==> src/rtl/svpwm_pkg.sv <==
`timescale 1ns/1ps
package svpwm_pkg;
  localparam int NPH = 3;

  // Strobes from control to datapath, valid in the cycle before a new period
  typedef struct packed {
    logic load;    // period boundary: latch new gating times
    logic nextOn;  // sequence of the period that starts at this boundary
  } svpwm_strobe_t;
endpackage

==> src/rtl/svpwm_ctrl.sv <==
`timescale 1ns/1ps
module svpwm_ctrl
  import svpwm_pkg::*;
#(
  parameter int PER_W = 12
) (
  input  logic             clk,
  input  logic             rstN,
  input  logic [PER_W-1:0] periodLen,
  output svpwm_strobe_t    strobe,
  output logic [PER_W-1:0] count,
  output logic [PER_W-1:0] activePeriod,
  output logic             seqOn
);
  localparam int CW = PER_W + 1;

  logic primed;
  logic wrap;

  always_comb begin
    wrap          = primed && ((CW'(count) + CW'(1)) >= CW'(activePeriod));
    strobe.load   = !primed || wrap;
    strobe.nextOn = seqOn ^ wrap;
  end

  always_ff @(posedge clk or negedge rstN) begin
    if (!rstN) begin
      count        <= '0;
      activePeriod <= '0;
      seqOn        <= 1'b0;
      primed       <= 1'b0;
    end else if (strobe.load) begin
      count        <= '0;
      activePeriod <= periodLen;
      seqOn        <= strobe.nextOn;
      primed       <= 1'b1;
    end else begin
      count <= count + PER_W'(1);
    end
  end
endmodule

==> src/rtl/svpwm_phase_lane.sv <==
`timescale 1ns/1ps
module svpwm_phase_lane
  import svpwm_pkg::*;
#(
  parameter int REF_W   = 12,
  parameter int SCALE_W = 8,
  parameter int PER_W   = 12,
  parameter int SHIFT   = 8,
  parameter int EW      = 24
) (
  input  logic                    clk,
  input  logic                    rstN,
  input  logic signed [REF_W-1:0] refVal,
  input  logic [SCALE_W-1:0]      scale,
  input  logic signed [EW-1:0]    offset,
  input  logic [PER_W-1:0]        periodLen,
  input  svpwm_strobe_t           strobe,
  input  logic [PER_W-1:0]        count,
  input  logic                    seqOn,
  output logic signed [EW-1:0]    tImag,
  output logic                    gate
);
  localparam int TW = REF_W + SCALE_W + 1;

  logic signed [TW-1:0] prod;
  logic signed [TW-1:0] scaled;
  logic signed [EW-1:0] tShift;
  logic signed [EW-1:0] pExt;
  logic [PER_W-1:0]     tgSat;
  logic [PER_W-1:0]     nextTime;
  logic [PER_W-1:0]     active;

  // Scaling, shift by the common offset, clamp, and mirror for rising sequences
  always_comb begin
    prod   = TW'(refVal) * $signed(TW'({1'b0, scale}));
    scaled = prod >>> SHIFT;
    tImag  = EW'(scaled);
    pExt   = $signed(EW'(periodLen));
    tShift = tImag + offset;
    if (tShift < 0)
      tgSat = '0;
    else if (tShift > pExt)
      tgSat = periodLen;
    else
      tgSat = tShift[PER_W-1:0];
    nextTime = strobe.nextOn ? (periodLen - tgSat) : tgSat;
  end

  always_ff @(posedge clk or negedge rstN) begin
    if (!rstN)
      active <= '0;
    else if (strobe.load)
      active <= nextTime;
  end

  always_comb begin
    if (seqOn)
      gate = (count >= active);
    else
      gate = (count < active);
  end
endmodule

==> src/rtl/svpwm_datapath.sv <==
`timescale 1ns/1ps
module svpwm_datapath
  import svpwm_pkg::*;
#(
  parameter int REF_W   = 12,
  parameter int SCALE_W = 8,
  parameter int PER_W   = 12,
  parameter int SHIFT   = 8
) (
  input  logic                    clk,
  input  logic                    rstN,
  input  logic                    sampleStrobe,
  input  logic signed [REF_W-1:0] refIn [NPH],
  input  logic [SCALE_W-1:0]      scale,
  input  logic [PER_W-1:0]        periodLen,
  input  svpwm_strobe_t           strobe,
  input  logic [PER_W-1:0]        count,
  input  logic                    seqOn,
  output logic [NPH-1:0]          gates
);
  localparam int TW = REF_W + SCALE_W + 1;
  localparam int EW = ((TW > PER_W) ? TW : PER_W) + 3;

  logic signed [REF_W-1:0] refHold [NPH];
  logic signed [EW-1:0]    tImag   [NPH];
  logic signed [EW-1:0]    tMin;
  logic signed [EW-1:0]    tMax;
  logic signed [EW-1:0]    tEff;
  logic signed [EW-1:0]    tZero;
  logic signed [EW-1:0]    pExt;
  logic signed [EW-1:0]    offset;

  always_ff @(posedge clk or negedge rstN) begin
    if (!rstN) begin
      for (int i = 0; i < NPH; i++) refHold[i] <= '0;
    end else if (sampleStrobe) begin
      for (int i = 0; i < NPH; i++) refHold[i] <= refIn[i];
    end
  end

  // Active window and the offset that centres it in the period
  always_comb begin
    tMin = tImag[0];
    tMax = tImag[0];
    for (int i = 1; i < NPH; i++) begin
      if (tImag[i] < tMin) tMin = tImag[i];
      if (tImag[i] > tMax) tMax = tImag[i];
    end
    pExt   = $signed(EW'(periodLen));
    tEff   = tMax - tMin;
    tZero  = pExt - tEff;
    offset = (tZero >>> 1) - tMin;
  end

  for (genvar g = 0; g < NPH; g++) begin : g_lane
    svpwm_phase_lane #(
      .REF_W  (REF_W),
      .SCALE_W(SCALE_W),
      .PER_W  (PER_W),
      .SHIFT  (SHIFT),
      .EW     (EW)
    ) lane_i (
      .clk      (clk),
      .rstN     (rstN),
      .refVal   (refHold[g]),
      .scale    (scale),
      .offset   (offset),
      .periodLen(periodLen),
      .strobe   (strobe),
      .count    (count),
      .seqOn    (seqOn),
      .tImag    (tImag[g]),
      .gate     (gates[g])
    );
  end
endmodule

==> src/rtl/svpwm_gate_timer.sv <==
`timescale 1ns/1ps
module svpwm_gate_timer
  import svpwm_pkg::*;
#(
  parameter int REF_W   = 12,
  parameter int SCALE_W = 8,
  parameter int PER_W   = 12,
  parameter int SHIFT   = 8
) (
  input  logic                    clk,
  input  logic                    rstN,
  input  logic                    sampleStrobe,
  input  logic signed [REF_W-1:0] refA,
  input  logic signed [REF_W-1:0] refB,
  input  logic signed [REF_W-1:0] refC,
  input  logic [SCALE_W-1:0]      scale,
  input  logic [PER_W-1:0]        periodLen,
  output logic                    gateA,
  output logic                    gateB,
  output logic                    gateC,
  output logic                    seqOn
);
  svpwm_strobe_t           strobe;
  logic [PER_W-1:0]        count;
  logic [PER_W-1:0]        activePeriod;
  logic signed [REF_W-1:0] refArr [NPH];
  logic [NPH-1:0]          gates;

  assign refArr[0] = refA;
  assign refArr[1] = refB;
  assign refArr[2] = refC;
  assign gateA = gates[0];
  assign gateB = gates[1];
  assign gateC = gates[2];

  svpwm_ctrl #(.PER_W(PER_W)) ctrl_i (
    .clk         (clk),
    .rstN        (rstN),
    .periodLen   (periodLen),
    .strobe      (strobe),
    .count       (count),
    .activePeriod(activePeriod),
    .seqOn       (seqOn)
  );

  svpwm_datapath #(
    .REF_W  (REF_W),
    .SCALE_W(SCALE_W),
    .PER_W  (PER_W),
    .SHIFT  (SHIFT)
  ) dp_i (
    .clk         (clk),
    .rstN        (rstN),
    .sampleStrobe(sampleStrobe),
    .refIn       (refArr),
    .scale       (scale),
    .periodLen   (periodLen),
    .strobe      (strobe),
    .count       (count),
    .seqOn       (seqOn),
    .gates       (gates)
  );
endmodule

==> config.mk <==
export PLATFORM = sky130hd
export DESIGN_NAME = svpwm_gate_timer
export DESIGN_NICKNAME = d
export VERILOG_FILES = /design/src/rtl/svpwm_pkg.sv /design/src/rtl/svpwm_ctrl.sv /design/src/rtl/svpwm_phase_lane.sv /design/src/rtl/svpwm_datapath.sv /design/src/rtl/svpwm_gate_timer.sv
export SDC_FILE = /design/constraint.sdc
export NUM_CORES = 1
export LEC_CHECK = 0
export ABC_AREA = 1
export CAP_MARGIN = 5
export CORE_UTILIZATION = 35
export CTS_BUF_LIST = sky130_fd_sc_hd__clkbuf_4 sky130_fd_sc_hd__clkbuf_8 sky130_fd_sc_hd__clkbuf_16
export DETAILED_ROUTE_END_ITERATION = 12
export SYNTH_ARGS = -nofsm -noshare
export SYNTH_HDL_FRONTEND = slang
export SYNTH_SLANG_ARGS = --single-unit
export TNS_END_PERCENT = 1
==> constraint.sdc <==
create_clock -name clk -period 18.3 [get_ports clk]
set_clock_uncertainty 0.1 [all_clocks]
set_input_delay 3.66 -clock clk [delete_from_list [all_inputs] [get_ports clk]]
set_output_delay 3.66 -clock clk [all_outputs]
set_load 0.02 [all_outputs]
**Yosys cells after proc, flatten, opt, wreduce, memory -nomap -nowiden**

Cells that the tools add are included.

- Add/sub/neg operators: 11
- Multiplexer cells: 17
- Bitwise gates (word level): 1
- Reductions and logical operators: 3
- Multipliers: 3
- $lt $le $gt $ge: 17

Operators by type and width:

| cell | count |
|---|---|
| $mux 12 | 10 |
| $mux 24 | 4 |
| $add 13x24->24 | 3 |
| $gt 24x13->1 | 3 |
| $lt 24x1->1 const B | 3 |
| $mul 12x9->21 | 3 |
| $ge 12x12->1 | 3 |
| $lt 12x12->1 | 3 |
| $sub 12x12->12 | 3 |
| $gt 13x24->1 | 1 |
| $lt 13x24->1 | 1 |
| $sub 13x24->24 | 1 |
| $sub 23x24->24 | 1 |
| $sub 24x24->24 | 1 |
| $add 12x1->13 const B | 1 |
| $ge 13x12->1 | 1 |
| $gt 13x13->1 | 1 |
| $lt 13x13->1 | 1 |
| $add 12x1->12 const B | 1 |
| $mux 1 | 3 |
| $logic_and 1x1->1 | 1 |
| $logic_not 1->1 | 1 |
| $logic_or 1x1->1 | 1 |
| $xor 1x1->1 | 1 |

- Word-level logic and storage cells: 62
- Input bits: 59
- Output and inout port bits: 4
- Register bits after elaboration: 98

**Depth between registers and ports, before layout**

- Word-level depth: 14
- Mapped depth: 113
- Mapped depth without buffers: 109

**Modules after synthesis**

Synthesis repeated with hierarchy kept, for this count alone.

- Cell total of the unflattened synthesis: 4508
- Area total of the unflattened synthesis: 30166.4 µm²

Modules (own cells, without submodules):

| module | area an instance (µm²) | times used | cells an instance |
|---|---|---|---|
| svpwm_phase_lane (dp_i.g_lane[0].lane_i) | 7354.6 | 1 | 1148 |
| svpwm_phase_lane (dp_i.g_lane[1].lane_i) | 7350.8 | 1 | 1143 |
| svpwm_phase_lane (dp_i.g_lane[2].lane_i) | 7280.7 | 1 | 1131 |
| svpwm_datapath | 6577.6 | 1 | 891 |
| svpwm_ctrl | 1602.8 | 1 | 195 |

**Worst setup path before layout**

Ideal clock, no wire load.

- Path type: input to register
- Start point: input scale[0]
- End point: register dp_i.g_lane[1].lane_i.active[10]
- Data required time: 18123 ps
- Arrival time: 18744 ps
- Cell stages on the path: 98
- Setup slack: -621 ps
- Cells stage by stage: buf_2 -> clkbuf_1 -> nand2_1 -> fa_1 -> fa_1 -> inv_1 -> fa_1 -> inv_1 -> fa_1 -> inv_1 -> ha_1 -> nand2_1 -> nand2_1 -> o21bai_1 -> a21oi_1 -> nand2_2 -> nand4_1 -> o311ai_0 -> (+62 left out) -> ha_1 -> inv_1 -> fa_1 -> a21o_1 -> a21oi_1 -> nor2_1 -> o21ai_0 -> nand2_1 -> a21oi_1 -> nor2_1 -> nor2_1 -> nor2_1 -> o21a_1 -> nor2_1 -> xor2_1 -> o21ai_0 -> inv_1 -> a21oi_1

- Cells in the longest elaborated chain, start to end: 14
- Elaborated cells between the ends (all ways): 21

Ends and longest elaborated chain:

| item | RTL line | text |
|---|---|---|
| start, declared | svpwm_gate_timer.sv:16 | `input logic [SCALE_W-1:0] scale,` |
| $mul 12x9->21 | svpwm_phase_lane.sv:35 | `prod = TW'(refVal) * $signed(TW'({1'b0, scale}));` |
| $gt 13x13->1 / $lt 13x13->1 (equally long branches) | svpwm_datapath.sv:47, svpwm_datapath.sv:46 |  |
| $mux 24 (on tied branches) | svpwm_datapath.sv:47, svpwm_datapath.sv:46 |  |
| $gt 13x24->1 / $lt 13x24->1 (equally long branches) | svpwm_datapath.sv:47, svpwm_datapath.sv:46 |  |
| $mux 24 (on tied branches) | svpwm_datapath.sv:47, svpwm_datapath.sv:46 |  |
| $sub 24x24->24 | svpwm_datapath.sv:50 | `tEff = tMax - tMin;` |
| $sub 13x24->24 | svpwm_datapath.sv:51 | `tZero = pExt - tEff;` |
| $sub 23x24->24 | svpwm_datapath.sv:52 | `offset = (tZero >>> 1) - tMin;` |
| $add 13x24->24 * | svpwm_phase_lane.sv:39 | `tShift = tImag + offset;` |
| $gt 24x13->1 | svpwm_phase_lane.sv:42 | `else if (tShift > pExt)` |
| $mux 12 | svpwm_phase_lane.sv:42 |  |
| $mux 12 * | svpwm_phase_lane.sv:40 | `if (tShift < 0)` |
| $sub 12x12->12 | svpwm_phase_lane.sv:46 | `nextTime = strobe.nextOn ? (periodLen - tgSat) : tgSat;` |
| $mux 12 * | svpwm_phase_lane.sv:46 |  |
| end signal, assigned | svpwm_phase_lane.sv:53 | `active <= nextTime;` |
| end, declared | svpwm_phase_lane.sv:31 | `logic [PER_W-1:0] active;` |

Mark *: on every way between the ends. The rest lies on a longest branch, timed or not.
A chain may end at the register's enable or synchronous reset.

**Final worst setup path**

- Start point: input scale[1]
- End point: register dp_i.g_lane[0].lane_i.active[11]

- Cells in the longest elaborated chain, start to end: 14
- Elaborated cells between the ends (all ways): 21

Ends and longest elaborated chain:

| item | RTL line |
|---|---|
| $mul 12x9->21 | svpwm_phase_lane.sv:35 |
| $gt 13x13->1 / $lt 13x13->1 (equally long branches) | svpwm_datapath.sv:47, svpwm_datapath.sv:46 |
| $mux 24 (on tied branches) | svpwm_datapath.sv:47, svpwm_datapath.sv:46 |
| $gt 13x24->1 / $lt 13x24->1 (equally long branches) | svpwm_datapath.sv:47, svpwm_datapath.sv:46 |
| $mux 24 (on tied branches) | svpwm_datapath.sv:47, svpwm_datapath.sv:46 |
| $sub 24x24->24 | svpwm_datapath.sv:50 |
| $sub 13x24->24 | svpwm_datapath.sv:51 |
| $sub 23x24->24 | svpwm_datapath.sv:52 |
| $add 13x24->24 * | svpwm_phase_lane.sv:39 |
| $gt 24x13->1 | svpwm_phase_lane.sv:42 |
| $mux 12 | svpwm_phase_lane.sv:42 |
| $mux 12 * | svpwm_phase_lane.sv:40 |
| $sub 12x12->12 | svpwm_phase_lane.sv:46 |
| $mux 12 * | svpwm_phase_lane.sv:46 |
| end signal, assigned | svpwm_phase_lane.sv:53 |
| end, declared | svpwm_phase_lane.sv:31 |

Marks and branches as above.

==> impl_summary.txt <==
----------------------------------------------------
[Floorplan]
  Core outline area ... 74,400 um^2
  Area of the die ... between 70,000 and 80,000 um^2
  Starting Density ... 0.354
  Top-level I/O count ... 63
  Width of the chip ... about 280 um
  Die height ... 276 um
  Rows ... 100

[Hold path]
  Hold-critical path endpoint ... dp_i.g_lane[1].lane_i.active[3]
  Critical hold path startpoint ... dp_i.g_lane[1].lane_i.active[3]
  Depth of the worst hold-timing path ... 2
  Class of the worst hold path ... reg2reg

[Synthesis]
  Commonest cells in the netlist ... nand2_1, inv_1, ha_1, fa_1, a21oi_1
  Post-synthesis cell count ... 3,808
  Mapped Avg Cell Area ... ~7 um^2
  Largest area contributor in the netlist ... fa_1
  Post-Synthesis Cell Area ... 26,300 um^2
  Post-synth EDFFs ... 0
  Proportion of netlist area held by the largest area contributor ... 0.190
  Most instantiated flip-flop cell in the synthesis netlist ... dfrtp_1
  Unique cell type count in the Yosys netlist ... 62
  Fraction of synthesis flops using an asynchronous set or reset pin ... 1.00
  Synth area leaders ... fa_1, ha_1, nand2_1
  Cell with the most instances after synthesis ... nand2_1
  Net count after synthesis ... about 4,500
  Flip-flop and latch count after synthesis ... slightly below 100
  Part of the Yosys area used for sequential elements ... 0.0931
  Number of warnings printed during yosys synthesis ... 0

[Layout]
  Count of nets after finishing ... about 5,200
  Fillcell total ... 7,268
  Layout cells sized above 1 ... 0.248
  Antenna Diode Count ... 0
  Area growth, synth to finish ... 34.7%
  Post-route core utilization ... 0.476
  Final cell area excluding filler cells ... 35,500 um^2

[Critical path]
  Worst-case register-to-register setup slack ... 2.99 ns
  Critical path endpoint category ... flop
  Data required, critical path ... about 19 ns
  Arrival time reported for the critical path endpoint ... 18.48 ns
  Critical setup path kind ... in2reg
  Cell with the most instances on the worst path ... nor2_1
  Delay of the slowest cell on the worst path ... about 0.57 ns
  Startpoint Class ... input port
  RR Endpoint ... dp_i.g_lane[0].lane_i.active[11]
  Max Fanout on Critical Path ... 7
  Count of cells along the worst register-to-register path ... 95
  Slowest library cell on the worst path ... fa_1
  Startpoint of the worst-slack reg-to-reg timing path ... dp_i.refHold[23]

[Detailed routing]
  TritonRoute pass-1 iters ... 7
  Via count of the routed design ... 26,200
  Average routed wire per standard cell ... about 15 um
  Total wirelength of the detailed-routed design ... 80.6 mm
  Number of nets still failing antenna checks after routing ... 0
  DRC violation total after the first TritonRoute iteration ... roughly 1,400
  Drt drc ... 0
  Vias per Instance ... roughly 4.7

[Job]
  Number of max-cap violations ... 0

[Global route]
  Number of global-route vias before repair ... 25,900
  Grt met2 use ... 0.363
  Maximum number of pins on one net before global-route repair ... 63
  Met1 capacity usage during global routing ... 0.273
  Overall Global Routing Usage ... 0.207
  Sum of overflow across all layers after global routing ... 0
  Busiest metal layer after global routing ... met2
  GR met3 Demand/Resource ... 0.0184
  First-pass GRT wire length ... 129 mm
  Number of antenna violations at the first check in global routing ... 0

[STA]
  Headroom to the max-slew limit ... 0.430
  Setup violation total in the final timing report ... 0
  Measured slew at the worst slew-check pin ... between 0.8 and 0.9 ns
  Setup repair after global routing missed its margin ... true
  Period Utilization, post-route ... 0.998
  Maximum frequency from static timing analysis ... roughly 0.055 GHz
  Count of final hold-check violations ... 0
  Slew Viols, Final ... 0
  Post-layout min period ... ~18 ns

[CTS]
  Clock sink total ... 98
  Number of buffers on the longest clock path ... 2
  Clock tree from TritonCTS ... built
  H-tree levels ... 3
  Register clock-pin slew on the reported worst setup and hold paths ... about 0.11 ns
  Clock latency of the later-clocked register in the worst-skew pair ... 0.40 ns
  CTS Root Buffer Type ... clkbuf_16
  Inserted Clock Buffers ... 9
  CTS Hold Buffers Added ... 0

[Placed design]
  Post-placement cell area ... between 30,000 and 40,000 um^2
  Gp weighted congestion ... approximately 0.96
  Dpl hpwl ... around 65 mm
  Port bufs ... 62

[Run status]
  Run status ... finished clean

----------------------------------------------------
## per-stage QoR
stage | worst slack, ns | hold slack, ns | TNS (ns) | cells
floorplan | 0.0348 | 0.349 | 0 | 3808
global placement | -1.25 | 0.363 | -15.16 | 5429
detailed placement | -1.50 | 0.365 | -24.05 | 5429
global route | -0.918 | 0.426 | -9.32 | 5519
CTS | -0.207 | 0.392 | -0.900 | 5462
finish | 0.0277 | 0.391 | 0 | 5519
## registers in the layout, summed over array words and instances (netlist names)
signal,flops
dp_i.g_lane.lane_i.active,36
ctrl_i.primed,1
ctrl_i.count,12
ctrl_i.activePeriod,12
dp_i.refHold,36
ctrl_i.seqOn,1
## worst max-delay path: cells and delay by family
family / cells / cell delay (ns)
adders and majority gates: 13 / 4.72
AOI/OAI and AO/OA: 29 / 4.02
and+or+nand+nor: 34 / 3.35
buffers and inverters: 17 / 1.68
xor gates and xnor gates: 6 / 1.01
## layer usage
| metal | part of all wire | routed length, um | vias up |
|---|---|---|---|
| met5 | 0 | 0 | - |
| met4 | 0.022 | 1790 | 0 |
| met3 | 0.040 | 3240 | 92 |
| met2 | 0.48 | 38300 | 460 |
| met1 | 0.46 | 37300 | 12400 |
| li1 | - | - | 13300 |
## worst max-delay path by stage
stage,cells past startpoint,endpoint,from,slack [ns]
global route,102,dp_i.g_lane[0].lane_i.active[11],scale[1],-0.92
CTS,106,dp_i.g_lane[1].lane_i.active[10],scale[1],-0.21
detailed placement,93,dp_i.g_lane[0].lane_i.active[11],scale[2],-1.50
finish,99,dp_i.g_lane[0].lane_i.active[11],scale[1],0.03
global placement,93,dp_i.g_lane[0].lane_i.active[10],scale[2],-1.25
floorplan,98,dp_i.g_lane[1].lane_i.active[10],scale[2],0.03
## what timing repair did
action,in CTS,in global routing
cloned,0,8
setup buffers,17,49
setup endpoints to repair,25,36
gates resized for setup,64,278
pin swaps,32,163
## area by class of cell
type	instances	area [um^2]	share of cell area
sequential	98	2450	0.0692
clock inverter	7	81.3	0.00229
inverter	885	3330	0.0939
timing repair buffer	833	6750	0.190
tap	969	1210	0.0342
clock buffer	9	225	0.00635
multi-input combinational	2718	21400	0.604
## cell families after synthesis
| family | count (synthesis) | synth area share |
|---|---|---|
| muxes | 36 | 0.0154 |
| DFF | 98 | 0.0931 |
| AOI/OAI and AO/OA | 496 | 0.107 |
| adders and majority gates | 620 | 0.366 |
| and+or+nand+nor | 1413 | 0.223 |
| buffers and inverters | 992 | 0.144 |
| other | 1 | 0.000142 |
| xor gates and xnor gates | 152 | 0.0513 |
## cell usage in the layout (no fill, tap or decap), types with 13 or more instances in the layout
cell type,netlist,layout
nand3_1,150,142
xor2_1,104,90
fa_1,250,240
nor3_1,32,24
xnor2_1,47,41
inv_1,881,866
o21ai_0,137,98
mux2_2,36,36
nand2_2,26,55
a21oi_1,224,177
dfrtp_1,98,98
o21a_1,15,15
ha_4,0,30
o21ai_1,16,38
inv_2,3,16
nand2_1,984,949
clkdlybuf4s50_1,0,53
buf_4,10,740
buf_12,0,15
nand4_1,42,42
ha_1,370,337
nor2_1,147,136
nor2_2,4,13
o21ai_2,13,27
clkbuf_16,0,16
a21oi_2,6,49
o21bai_1,17,16
Power is not shown: default switching activity piles up to over one toggle a cycle in this logic, so the estimate is an artifact.
